===== src/rtl/fpdiv_pkg.sv =====
package fpdiv_pkg;
  parameter int EXP_W   = 11;
  parameter int FRAC_W  = 52;
  parameter int SIG_W   = FRAC_W + 1;
  parameter int REM_F   = FRAC_W + 2;
  parameter int REM_W   = REM_F + 3;
  parameter int QUO_W   = FRAC_W + 4;
  parameter int EXT_W   = EXP_W + 2;
  parameter int BIAS    = (1 << (EXP_W - 1)) - 1;
  parameter int EXP_MAX = (1 << EXP_W) - 1;
  parameter int NITER   = QUO_W;
  parameter int CNT_W   = $clog2(NITER);

  typedef struct packed {
    logic load;
    logic step;
    logic fix;
    logic finish;
  } ctrlStrobe_t;

  typedef enum logic [1:0] {
    ST_IDLE,
    ST_ITER,
    ST_FIX,
    ST_RND
  } divState_t;
endpackage


===== src/rtl/fpdiv_ctrl.sv =====
module fpdiv_ctrl
  import fpdiv_pkg::*;
(
  input  logic        clk,
  input  logic        rstN,
  input  logic        start,
  output ctrlStrobe_t strobe,
  output logic        done
);
  localparam logic [CNT_W-1:0] LAST_STEP = CNT_W'(NITER - 1);

  divState_t        state;
  logic [CNT_W-1:0] stepCnt;

  always_comb begin
    strobe.load   = (state == ST_IDLE) && start;
    strobe.step   = (state == ST_ITER);
    strobe.fix    = (state == ST_FIX);
    strobe.finish = (state == ST_RND);
  end

  always_ff @(posedge clk or negedge rstN) begin
    if (!rstN) begin
      state   <= ST_IDLE;
      stepCnt <= '0;
      done    <= 1'b0;
    end else begin
      done <= strobe.finish;
      unique case (state)
        ST_IDLE: if (start) begin
          state   <= ST_ITER;
          stepCnt <= '0;
        end
        ST_ITER: begin
          stepCnt <= stepCnt + 1'b1;
          if (stepCnt == LAST_STEP) state <= ST_FIX;
        end
        ST_FIX:  state <= ST_RND;
        ST_RND:  state <= ST_IDLE;
        default: state <= ST_IDLE;
      endcase
    end
  end
endmodule


===== src/rtl/fpdiv_dp.sv =====
module fpdiv_dp
  import fpdiv_pkg::*;
(
  input  logic              clk,
  input  logic              rstN,
  input  ctrlStrobe_t       strobe,
  input  logic              signA,
  input  logic [EXP_W-1:0]  expA,
  input  logic [FRAC_W-1:0] mantA,
  input  logic              signB,
  input  logic [EXP_W-1:0]  expB,
  input  logic [FRAC_W-1:0] mantB,
  output logic              signQ,
  output logic [EXP_W-1:0]  expQ,
  output logic [FRAC_W-1:0] mantQ,
  output logic              nanFlag,
  output logic              infFlag,
  output logic              dzFlag
);
  localparam logic [EXP_W-1:0]  EXP_ONES = '1;
  localparam logic [FRAC_W-1:0] QNAN_FRAC = FRAC_W'(1) << (FRAC_W - 1);

  // operand classification
  logic aZero, aInf, aNan, bZero, bInf, bNan;
  logic isNan, isInf, isDz, isZero;
  always_comb begin
    aZero  = (expA == '0);
    bZero  = (expB == '0);
    aInf   = (expA == EXP_ONES) && (mantA == '0);
    bInf   = (expB == EXP_ONES) && (mantB == '0);
    aNan   = (expA == EXP_ONES) && (mantA != '0);
    bNan   = (expB == EXP_ONES) && (mantB != '0);
    isNan  = aNan || bNan || (aZero && bZero) || (aInf && bInf);
    isInf  = !isNan && (aInf || bZero);
    isDz   = !isNan && bZero && !aInf;
    isZero = !isNan && !isInf && (aZero || bInf);
  end

  // initial phase: sign, exponent and dividend alignment
  logic [SIG_W-1:0]            sigA, sigB;
  logic                        align;
  logic [REM_W-1:0]            remLoad, divLoad;
  logic signed [EXT_W-1:0]     expLoad;
  always_comb begin
    sigA    = {~aZero, mantA};
    sigB    = {~bZero, mantB};
    align   = (sigA >= sigB);
    remLoad = align ? REM_W'(sigA) : REM_W'({sigA, 1'b0});
    divLoad = REM_W'({sigB, 1'b0});
    expLoad = $signed({2'b00, expA}) - $signed({2'b00, expB})
            + $signed(EXT_W'(BIAS - 1)) + $signed({{(EXT_W-1){1'b0}}, align});
  end

  // working registers
  logic                    signR, nanR, infR, dzR, zeroR, remNz;
  logic signed [EXT_W-1:0] expR;
  logic [REM_W-1:0]        remR, divR;
  logic [QUO_W-1:0]        qPos, qNeg, qFin;

  // SRT step: digit from the top bits of twice the partial remainder
  logic [REM_W-1:0] twoR, remStep, remAdj;
  logic [3:0]       topBits;
  logic             digPos, digNeg;
  always_comb begin
    twoR    = {remR[REM_W-2:0], 1'b0};
    topBits = twoR[REM_W-1 -: 4];
    digPos  = $signed(topBits) > 4'sd0;
    digNeg  = $signed(topBits) < -4'sd1;
    if (digPos)      remStep = twoR - divR;
    else if (digNeg) remStep = twoR + divR;
    else             remStep = twoR;
    remAdj  = remR + divR;
  end

  // rounding phase
  logic [SIG_W-1:0]        keepBits;
  logic                    guardB, stickyB, roundUp, carry, ovf, unf;
  logic [SIG_W:0]          sumR;
  logic signed [EXT_W-1:0] expFin;
  always_comb begin
    keepBits = qFin[QUO_W-1 -: SIG_W];
    guardB   = qFin[2];
    stickyB  = (|qFin[1:0]) || remNz;
    roundUp  = guardB && (stickyB || keepBits[0]);
    sumR     = {1'b0, keepBits} + {{SIG_W{1'b0}}, roundUp};
    carry    = sumR[SIG_W];
    expFin   = expR + $signed({{(EXT_W-1){1'b0}}, carry});
    ovf      = $signed(expFin) >= $signed(EXT_W'(EXP_MAX));
    unf      = expFin[EXT_W-1] || (expFin == '0);
  end

  always_ff @(posedge clk or negedge rstN) begin
    if (!rstN) begin
      signR <= 1'b0; nanR <= 1'b0; infR <= 1'b0; dzR <= 1'b0; zeroR <= 1'b0;
      remNz <= 1'b0; expR <= '0; remR <= '0; divR <= '0;
      qPos <= '0; qNeg <= '0; qFin <= '0;
      signQ <= 1'b0; expQ <= '0; mantQ <= '0;
      nanFlag <= 1'b0; infFlag <= 1'b0; dzFlag <= 1'b0;
    end else begin
      if (strobe.load) begin
        signR <= signA ^ signB;
        nanR  <= isNan;
        infR  <= isInf;
        dzR   <= isDz;
        zeroR <= isZero;
        expR  <= expLoad;
        remR  <= remLoad;
        divR  <= divLoad;
        qPos  <= '0;
        qNeg  <= '0;
      end
      if (strobe.step) begin
        remR <= remStep;
        qPos <= {qPos[QUO_W-2:0], digPos};
        qNeg <= {qNeg[QUO_W-2:0], digNeg};
      end
      if (strobe.fix) begin
        if (remR[REM_W-1]) begin
          qFin  <= qPos - qNeg - QUO_W'(1);
          remNz <= |remAdj;
        end else begin
          qFin  <= qPos - qNeg;
          remNz <= |remR;
        end
      end
      if (strobe.finish) begin
        nanFlag <= nanR;
        dzFlag  <= dzR;
        if (nanR) begin
          signQ <= 1'b0; expQ <= EXP_ONES; mantQ <= QNAN_FRAC; infFlag <= 1'b0;
        end else if (infR || (!zeroR && ovf)) begin
          signQ <= signR; expQ <= EXP_ONES; mantQ <= '0; infFlag <= 1'b1;
        end else if (zeroR || unf) begin
          signQ <= signR; expQ <= '0; mantQ <= '0; infFlag <= 1'b0;
        end else begin
          signQ   <= signR;
          expQ    <= expFin[EXP_W-1:0];
          mantQ   <= carry ? '0 : sumR[FRAC_W-1:0];
          infFlag <= 1'b0;
        end
      end
    end
  end
endmodule


===== src/rtl/fpdiv_srt.sv =====
module fpdiv_srt
  import fpdiv_pkg::*;
(
  input  logic              clk,
  input  logic              rstN,
  input  logic              start,
  input  logic              signA,
  input  logic [EXP_W-1:0]  expA,
  input  logic [FRAC_W-1:0] mantA,
  input  logic              signB,
  input  logic [EXP_W-1:0]  expB,
  input  logic [FRAC_W-1:0] mantB,
  output logic              done,
  output logic              signQ,
  output logic [EXP_W-1:0]  expQ,
  output logic [FRAC_W-1:0] mantQ,
  output logic              nanFlag,
  output logic              infFlag,
  output logic              dzFlag
);
  ctrlStrobe_t strobe;

  fpdiv_ctrl u_ctrl (
    .clk    (clk),
    .rstN   (rstN),
    .start  (start),
    .strobe (strobe),
    .done   (done)
  );

  fpdiv_dp u_dp (
    .clk     (clk),
    .rstN    (rstN),
    .strobe  (strobe),
    .signA   (signA),
    .expA    (expA),
    .mantA   (mantA),
    .signB   (signB),
    .expB    (expB),
    .mantB   (mantB),
    .signQ   (signQ),
    .expQ    (expQ),
    .mantQ   (mantQ),
    .nanFlag (nanFlag),
    .infFlag (infFlag),
    .dzFlag  (dzFlag)
  );
endmodule


===== config.mk =====
export PLATFORM = sky130hd
export DESIGN_NAME = fpdiv_srt
export DESIGN_NICKNAME = d
export VERILOG_FILES = /design/src/rtl/fpdiv_pkg.sv /design/src/rtl/fpdiv_ctrl.sv /design/src/rtl/fpdiv_dp.sv /design/src/rtl/fpdiv_srt.sv
export SDC_FILE = /design/constraint.sdc
export NUM_CORES = 1
export LEC_CHECK = 0
export BUFFER_PORTS_ARGS = -buffer_cell sky130_fd_sc_hd__buf_2
export CAP_MARGIN = 20
export CORE_UTILIZATION = 60
export CTS_CLUSTER_SIZE = 14
export DETAILED_ROUTE_END_ITERATION = 7
export PLACE_DENSITY = 0.79
export SYNTH_ARGS = -nofsm -noshare
export SYNTH_HDL_FRONTEND = slang
export SYNTH_SLANG_ARGS = --single-unit

===== constraint.sdc =====
create_clock -name clk -period 5.73 [get_ports clk]
set_input_delay 0.573 -clock clk [delete_from_list [all_inputs] [get_ports clk]]
set_output_delay 0.573 -clock clk [all_outputs]
set_load 0.05 [all_outputs]

==> summary.md, run 1 <==
| Metric | Value |
|---|---|
| Max capacitance violation total | `0` |
| Syn Nets | `4952` |
| Core area | `56600 um^2` |
| Status | `finished, final reports clean` |
| WL final | `116000 um` |
| Drt initial violations | `3650` |
| Sequential element share of the synthesized area | `0.271` |
| # IOs | `between 150 and 200` |
| Register area | `9330 um^2` |
| Hold buffers post-CTS | `0` |
| Final slew viol count | `0` |
| Post-DRT Antenna Nets | `0` |
| Clk slew on worst S/H paths | `approximately 60 ps` |
| Crit Path Max Fanout | `51` |
| Clock Latency Late Sink | `610 ps` |
| Die area | `58500 um^2` |
| Nets | `4983` |
| Slew headroom | `0.125` |
| Syn Area/Cell | `roughly 7.6 um^2` |
| Area delta synth->final | `8.17%` |
| CTS tree | `built` |
| Post-route setup TNS | `0 ps` |
| CTS Buf Count | `44` |
| Vias/cell | `6.58` |
| First-pass detailed-route iteration total | `6` |
| Via count | `about 35000` |
| Fin crit period | `5320 ps` |
| WL/cell | `21.7 um` |
| Largest net degree at the start of global routing | `141` |
| Synth Register Bits | `373` |
| Height of the die | `242 um` |
| Crit path DAT | `5820 ps` |
| Port Buffer Count | `198` |
| Hold Path Class | `input pin to asynchronous set/reset pin` |
| F_max | `roughly 190 MHz` |
| Initial Util | `0.609` |
| Multi-input gate area | `about 23000 um^2` |
| H-Tree Depth | `2` |
| Crit share post-route | `0.929` |
| Share of layout cells above drive strength 1 | `0.0873` |
| Final-layout fill cell count | `5034` |
| Crit Path Class | `flip-flop to flip-flop` |
| FFs w/ async S/R, synth | `1.00` |
| Post-Syn Instances | `4526` |
| CP required | `approximately 6200 ps` |
| Cell Area, Synth | `34500 um^2` |
| DRC | `0` |
| CTS Sinks | `373` |
| Distinct cells, synth | `slightly above 100` |
| Synthesis Warnings | `0` |
| Crit. End Element | `flip-flop` |
| Worst-Margin Slew | `around 1300 ps` |
| Yosys top cell by area | `dfrtp_1` |
| Ranking of synthesized cells by area | `dfrtp_1, ha_1, nand2_1` |
| RSZ-0062 raised after global routing | `no` |
| Final hold vios | `0` |
| CTS Buffer Depth | `3` |
| Setup Skew | `37.7 ps` |
| Final setup vio count | `0` |
| Area fraction of the dominant cell type after synthesis | `0.271` |
| Worst Setup Start Kind | `flip-flop` |
| Site row count | `slightly below 90` |
| Main synth FF type | `dfrtp_1` |
| First-pass GRT wire length | `181000 um` |
| Final Wtd Congestion | `1.01` |
| DPL Wire Length | `88500 um` |
| Post-CTS Setup Bufs | `0` |
| Die Width | `242 um` |
| Clock Tree Root | `clkbuf_16` |
| Vias in the first global route | `33075` |
| Initial antenna violation count | `5` |
| Total grt overflow | `0` |
| GRT Total Usage | `0.386` |
| FF-to-FF path depth | `22` |
| Number of flops mapped to enable cells by yosys | `0` |
==> what timing repair did <==
item | 4_1_cts | 5_1_grt
hold endpoints to repair | 0 | 0
setup endpoints to repair | 0 | 47
gates resized for setup | 0 | 1
==> through the flow <==
stage | util | instances | cell area [um^2] | worst slack [ps] | hold slack, ps
after global routing | 0.659 | 5350 | 37300 | 12.7 | 106
final | 0.659 | 5352 | 37300 | 408 | 13.2
after CTS | 0.659 | 5346 | 37300 | 332 | 86.0
after detailed placement | 0.633 | 5266 | 35800 | 372 | 463
after global placement | 0.633 | 5266 | 35800 | 532 | 454
after floorplan | - | 4526 | 34500 | 822 | 277
==> registers in the layout, indices dropped and copies added, names as in the netlist, 2 cells and up <==
| register | cells |
|---|---|
| u_ctrl.state | 2 |
| u_ctrl.stepCnt | 6 |
| u_dp.expQ | 11 |
| u_dp.qNeg | 56 |
| u_dp.qPos | 56 |
| u_dp.expR | 13 |
| u_dp.qFin | 56 |
| u_dp.divR | 53 |
| u_dp.mantQ | 52 |
| u_dp.remR | 57 |
==> placed cells by master (no fill, tap or decap), drive strengths merged, types with 83 or more instances in the layout <==
master / netlist / routed
o22ai: 87 / 87
ha: 290 / 290
o21ai: 319 / 319
a21oi: 342 / 342
nor2: 392 / 392
inv: 349 / 352
o31ai: 83 / 83
nand3: 118 / 118
xnor2: 114 / 114
xor2: 88 / 88
nor3: 106 / 106
nor4: 86 / 86
nand4: 85 / 85
buf: 25 / 234
dfrtp: 373 / 373
a21o: 99 / 99
nand2: 547 / 547
==> layout make-up <==
class                      instances  area share
sequential                       373       0.250
tap                              756      0.0253
multi-input combinational       3553       0.615
clock inverter                    20     0.00506
antenna                            5    0.000335
timing repair buffer             235      0.0354
clock buffer                      60      0.0335
inverter                         350      0.0352
==> routing by layer <==
metal,track usage,wire length (um),share of wire,vias up
li1,-,-,-,16502
met4,0.211,7210,0.062,0
met2,0.629,52500,0.45,1679
met3,0.0667,10000,0.086,419
met5,0,0,0,-
met1,0.487,46500,0.40,16610
==> cell families after synthesis <==
kind of cell,after synthesis,share of synthesized area
fa+ha+maj,295,0.108
mux,46,0.0140
simple gates,1593,0.219
buf+inv,600,0.0659
flops,373,0.271
xor+xnor,202,0.0515
compound gates,1417,0.271
==> path summary, 6_finish.rpt <==
| path | from | to | slack [ps] |
|---|---|---|---|
| setup / recovery | u_dp.qFin[3] | u_dp.mantQ[26] | 410 |
| hold / removal | rstN | u_dp.qFin[8] | 10 |
| setup reg to reg | u_dp.qFin[3] | u_dp.mantQ[26] | 410 |
| hold reg to reg | u_dp.qNeg[53] | u_dp.qNeg[54] | 470 |
| max in group asynchronous | rstN | u_dp.divR[7] | 4380 |
| min in group clk | mantB[13] | u_dp.divR[14] | 250 |
==> cells in the mapped netlist (28+ instances only) <==
cell and instances:
a211oi_1 44, ha_1 290, a21o_1 99, and3_1 42, clkbuf_1 225, inv_1 349
o221ai_1 28, nor4_1 84, o22ai_1 87, a31oi_1 46, mux2i_1 29, xor2_1 88
nor3_1 103, o21ai_0 311, nand4_1 85, nand2b_1 33, nor2_1 392, o211ai_1 29
nand3_1 117, or3_1 32, xnor2_1 113, o21bai_1 49, nand2_1 547, a21oi_1 341
dfrtp_1 373, o31ai_1 81
==> critical path, cell delays in order, from the launching register on <==
cell and delay [ps]:
dfrtp_1 390, and2_1 160, nand3_1 160, or3_1 480, or2_1 330, nor3_1 200, buf_4 160, nand2_1 90
nor2_1 210, nand3_2 210, nor2_1 200, ha_1 210, ha_1 200, and3_1 250, nand3_1 110, xor2_1 150
nand2b_1 170, inv_1 100, a21oi_1 240, o211ai_1 170, or3b_2 490, buf_4 280, o22ai_1 220
Power of run 1 is not shown: default switching activity piles up to over one toggle a cycle in this logic, so the estimate is an artifact.
==> run 2: changes to the inputs <==
--- a/config.mk
+++ b/config.mk
@@ -5,12 +5,13 @@
 export SDC_FILE = /design/constraint.sdc
 export NUM_CORES = 1
 export LEC_CHECK = 0
+export ABC_AREA = 1
 export BUFFER_PORTS_ARGS = -buffer_cell sky130_fd_sc_hd__buf_2
 export CAP_MARGIN = 20
-export CORE_UTILIZATION = 60
+export CORE_UTILIZATION = 50
 export CTS_CLUSTER_SIZE = 14
 export DETAILED_ROUTE_END_ITERATION = 7
-export PLACE_DENSITY = 0.79
+export PLACE_DENSITY = 0.67
 export SYNTH_ARGS = -nofsm -noshare
 export SYNTH_HDL_FRONTEND = slang
 export SYNTH_SLANG_ARGS = --single-unit
==> run 2 against run 1 <==
Against the previous run:
- area after synthesis up 13%
- critical path type unchanged
- critical path depth up 5
- final cell count up 43%
- worst setup slack better by 280 ps
- global-route usage down 0.86 points
- via count up 22%
- sequential cell count unchanged
==> summary.md, run 2 <==
| Metric | Value |
|---|---|
| Status | `finished, final reports clean` |
| Post-route setup TNS | `0 ps (unchanged)` |
| Multi-input gate area | `24600 um^2 (+7.4%)` |
| Clock Tree Root | `clkbuf_16` |
| RSZ-0062 raised after global routing | `no` |
| Most frequent cells in the layout | `nand2_1, inv_1, nor2_1` |
| Ranking of synthesized cells by area | `dfrtp_1, nand2_1, inv_1` |
| CTS Buf Count | `45 (+2.3%)` |
| Syn Nets | `6909 (+40%)` |
| Commonest non-fill, non-tap cell in the layout | `nand2_1` |
| Largest net degree at the start of global routing | `106 (-25%)` |
| First-pass detailed-route iteration total | `7 (+1)` |
| Clk slew on worst S/H paths | `60 ps (about the same)` |
| Distinct cells, synth | `54 (-48%)` |
| Slew headroom | `0.185 (+0.0598)` |
| DP Area | `40900 um^2 (+14%)` |
| Worst Setup Start Kind | `flip-flop` |
| Site row count | `101 (+16%)` |
| Cell depth of the worst min-delay path | `3` |
| Area fraction of the dominant cell type after synthesis | `0.240 (-0.0308)` |
| H-Tree Depth | `2 (unchanged)` |
| Post-DRT Antenna Nets | `0 (unchanged)` |
| Max capacitance violation total | `0 (unchanged)` |
| Count leader, synth | `nand2_1` |
| Syn Area/Cell | `6.01 um^2 (-21%)` |
| Sequential element share of the synthesized area | `0.240 (-0.0308)` |
| Final hold vios | `0 (unchanged)` |
| Final Wtd Congestion | `1.05 (+3.9%)` |
| CP required | `6270 ps (+50 ps)` |
| Die area | `79000 um^2 (+35%)` |
| Post-CTS Setup Bufs | `0 (unchanged)` |
| WL final | `151000 um (+30%)` |
| Number of flops mapped to enable cells by yosys | `0 (unchanged)` |
| CTS Buffer Depth | `3 (unchanged)` |
| Yosys top cell by area | `dfrtp_1` |
| Register area | `9330 um^2 (unchanged)` |
| Fin crit period | `5040 ps (-283 ps)` |
| Die Width | `281 um (+16%)` |
| GRT Total Usage | `0.378 (-0.00855)` |
| Nets | `7031 (+41%)` |
| Via count | `43074 (+22%)` |
| CTS Sinks | `373 (unchanged)` |
| Synth cell count leaders | `nand2_1, inv_1, nor2_1` |
| Core area | `76500 um^2 (+35%)` |
| Main synth FF type | `dfrtp_1` |
| Initial antenna violation count | `3 (-2)` |
| Total grt overflow | `0 (unchanged)` |
| WL/cell | `19.7 um (-9.3%)` |
| Cell Area, Synth | `38900 um^2 (+13%)` |
| Port Buffer Count | `198 (unchanged)` |
| Setup Skew | `18.3 ps (-19.4 ps)` |
| Max FFs per register | `57 (unchanged)` |
| Clock Latency Late Sink | `610 ps (about the same)` |
| Final-layout fill cell count | `8019 (+59%)` |
| Vias/cell | `5.61 (-15%)` |
| FFs w/ async S/R, synth | `1.00 (unchanged)` |
| Hold Path Class | `input pin to flip-flop` |
| PostCTS Resize Cnt | `0 (unchanged)` |
| Synthesis Warnings | `0 (unchanged)` |
| Crit share post-route | `0.879 (-0.0494)` |
| DRC | `0 (unchanged)` |
| F_max | `198 MHz (+5.6%)` |
| Drt initial violations | `4586 (+26%)` |
| Hold buffers post-CTS | `1 (+1)` |
| FF-to-FF path depth | `27 (+23%)` |
| Worst-Margin Slew | `1210 ps (-87.1 ps)` |
| Height of the die | `281 um (+16%)` |
| DPL Wire Length | `124000 um (+41%)` |
| Largest Register | `u_dp.remR` |
| Post-Syn Instances | `6483 (+43%)` |
| # IOs | `199 (unchanged)` |
| Share of layout cells above drive strength 1 | `0.0610 (-0.0264)` |
| Synth Register Bits | `373 (unchanged)` |
| Vias in the first global route | `39233 (+19%)` |
| Final instance area | `42500 um^2 (+14%)` |
| Crit path DAT | `5580 ps (-240 ps)` |
| Area delta synth->final | `9.28%` |
| First-pass GRT wire length | `230000 um (+27%)` |
| CTS tree | `built` |
| Crit Path Max Fanout | `14 (-73%)` |
| Initial Util | `0.509 (-0.100)` |
| Crit. End Element | `flip-flop` |
| Crit Path Class | `flip-flop to flip-flop` |
| Final setup vio count | `0 (unchanged)` |
| Final slew viol count | `0 (unchanged)` |
run 2: area by class of cell:
class | count | share of cell area
diodes | 1 | 0.0000588
clock buffers | 55 | 0.0292
clock inverters | 28 | 0.00850
inverters | 1170 | 0.103
multi-input cells | 4787 | 0.579
flip-flops and latches | 373 | 0.219
well taps | 1030 | 0.0303
repair buffers | 228 | 0.0301
run 2: path summary, 6_finish.rpt:
path | slack, ps | to | start
min reg2reg | 480 | u_dp.mantQ[0] | u_dp.mantQ[0]
max in group asynchronous | 3890 | u_dp.mantQ[38] | rstN
min in group asynchronous | 520 | u_dp.remR[46] | rstN
min | 240 | u_dp.divR[1] | mantB[0]
max reg2reg | 690 | u_dp.mantQ[10] | u_dp.qFin[7]
max | 690 | u_dp.mantQ[10] | u_dp.qFin[7]
run 2: critical path: stages, from the launching register on:
cell,delay (ps)
dfrtp_1,410
inv_1,80
nor3_2,210
nand2_1,140
nor2_2,190
nand3_1,110
nor3_2,150
nand2_1,110
nor3_2,180
nand4_1,150
nor3_1,250
nand4_1,150
nor3_1,320
ha_1,230
ha_1,200
nand4_1,160
nor2_1,200
nand2_1,130
nor3_1,210
nand2_1,80
nand2_1,60
nor2_1,70
a21oi_2,240
nand2_2,80
nor2_2,480
buf_12,210
o211ai_1,90
nand2_1,70
run 2: kinds of logic after synthesis:
family / share of synthesized area
AND/OR/NAND/NOR: 0.357
buffers and inverters: 0.128
AO/OA/AOI/OAI: 0.152
flip-flops: 0.240
adder cells (fa/ha/maj): 0.0958
XOR/XNOR: 0.0272
run 2: metal layers:
metal	part of all wire	wire length, um	up-vias	GRT usage
li1	-	-	21059	-
met1	0.46	70200	19810	0.557
met2	0.40	60100	1958	0.541
met3	0.11	16700	245	0.0924
met4	0.028	4190	2	0.103
met5	0.000060	9	-	0.000625
run 2: stage by stage:
stage               hold slack (ps)  cells   util  setup slack [ps]
finish                          242   7672  0.557               691
CTS                             216   7670  0.556               736
detailed placement              465   7586  0.535               734
floorplan                       277   6483      -              1840
global route                    228   7672  0.557              58.5
global placement                467   7586  0.535               852
Power of run 2 is left out for the same reason.
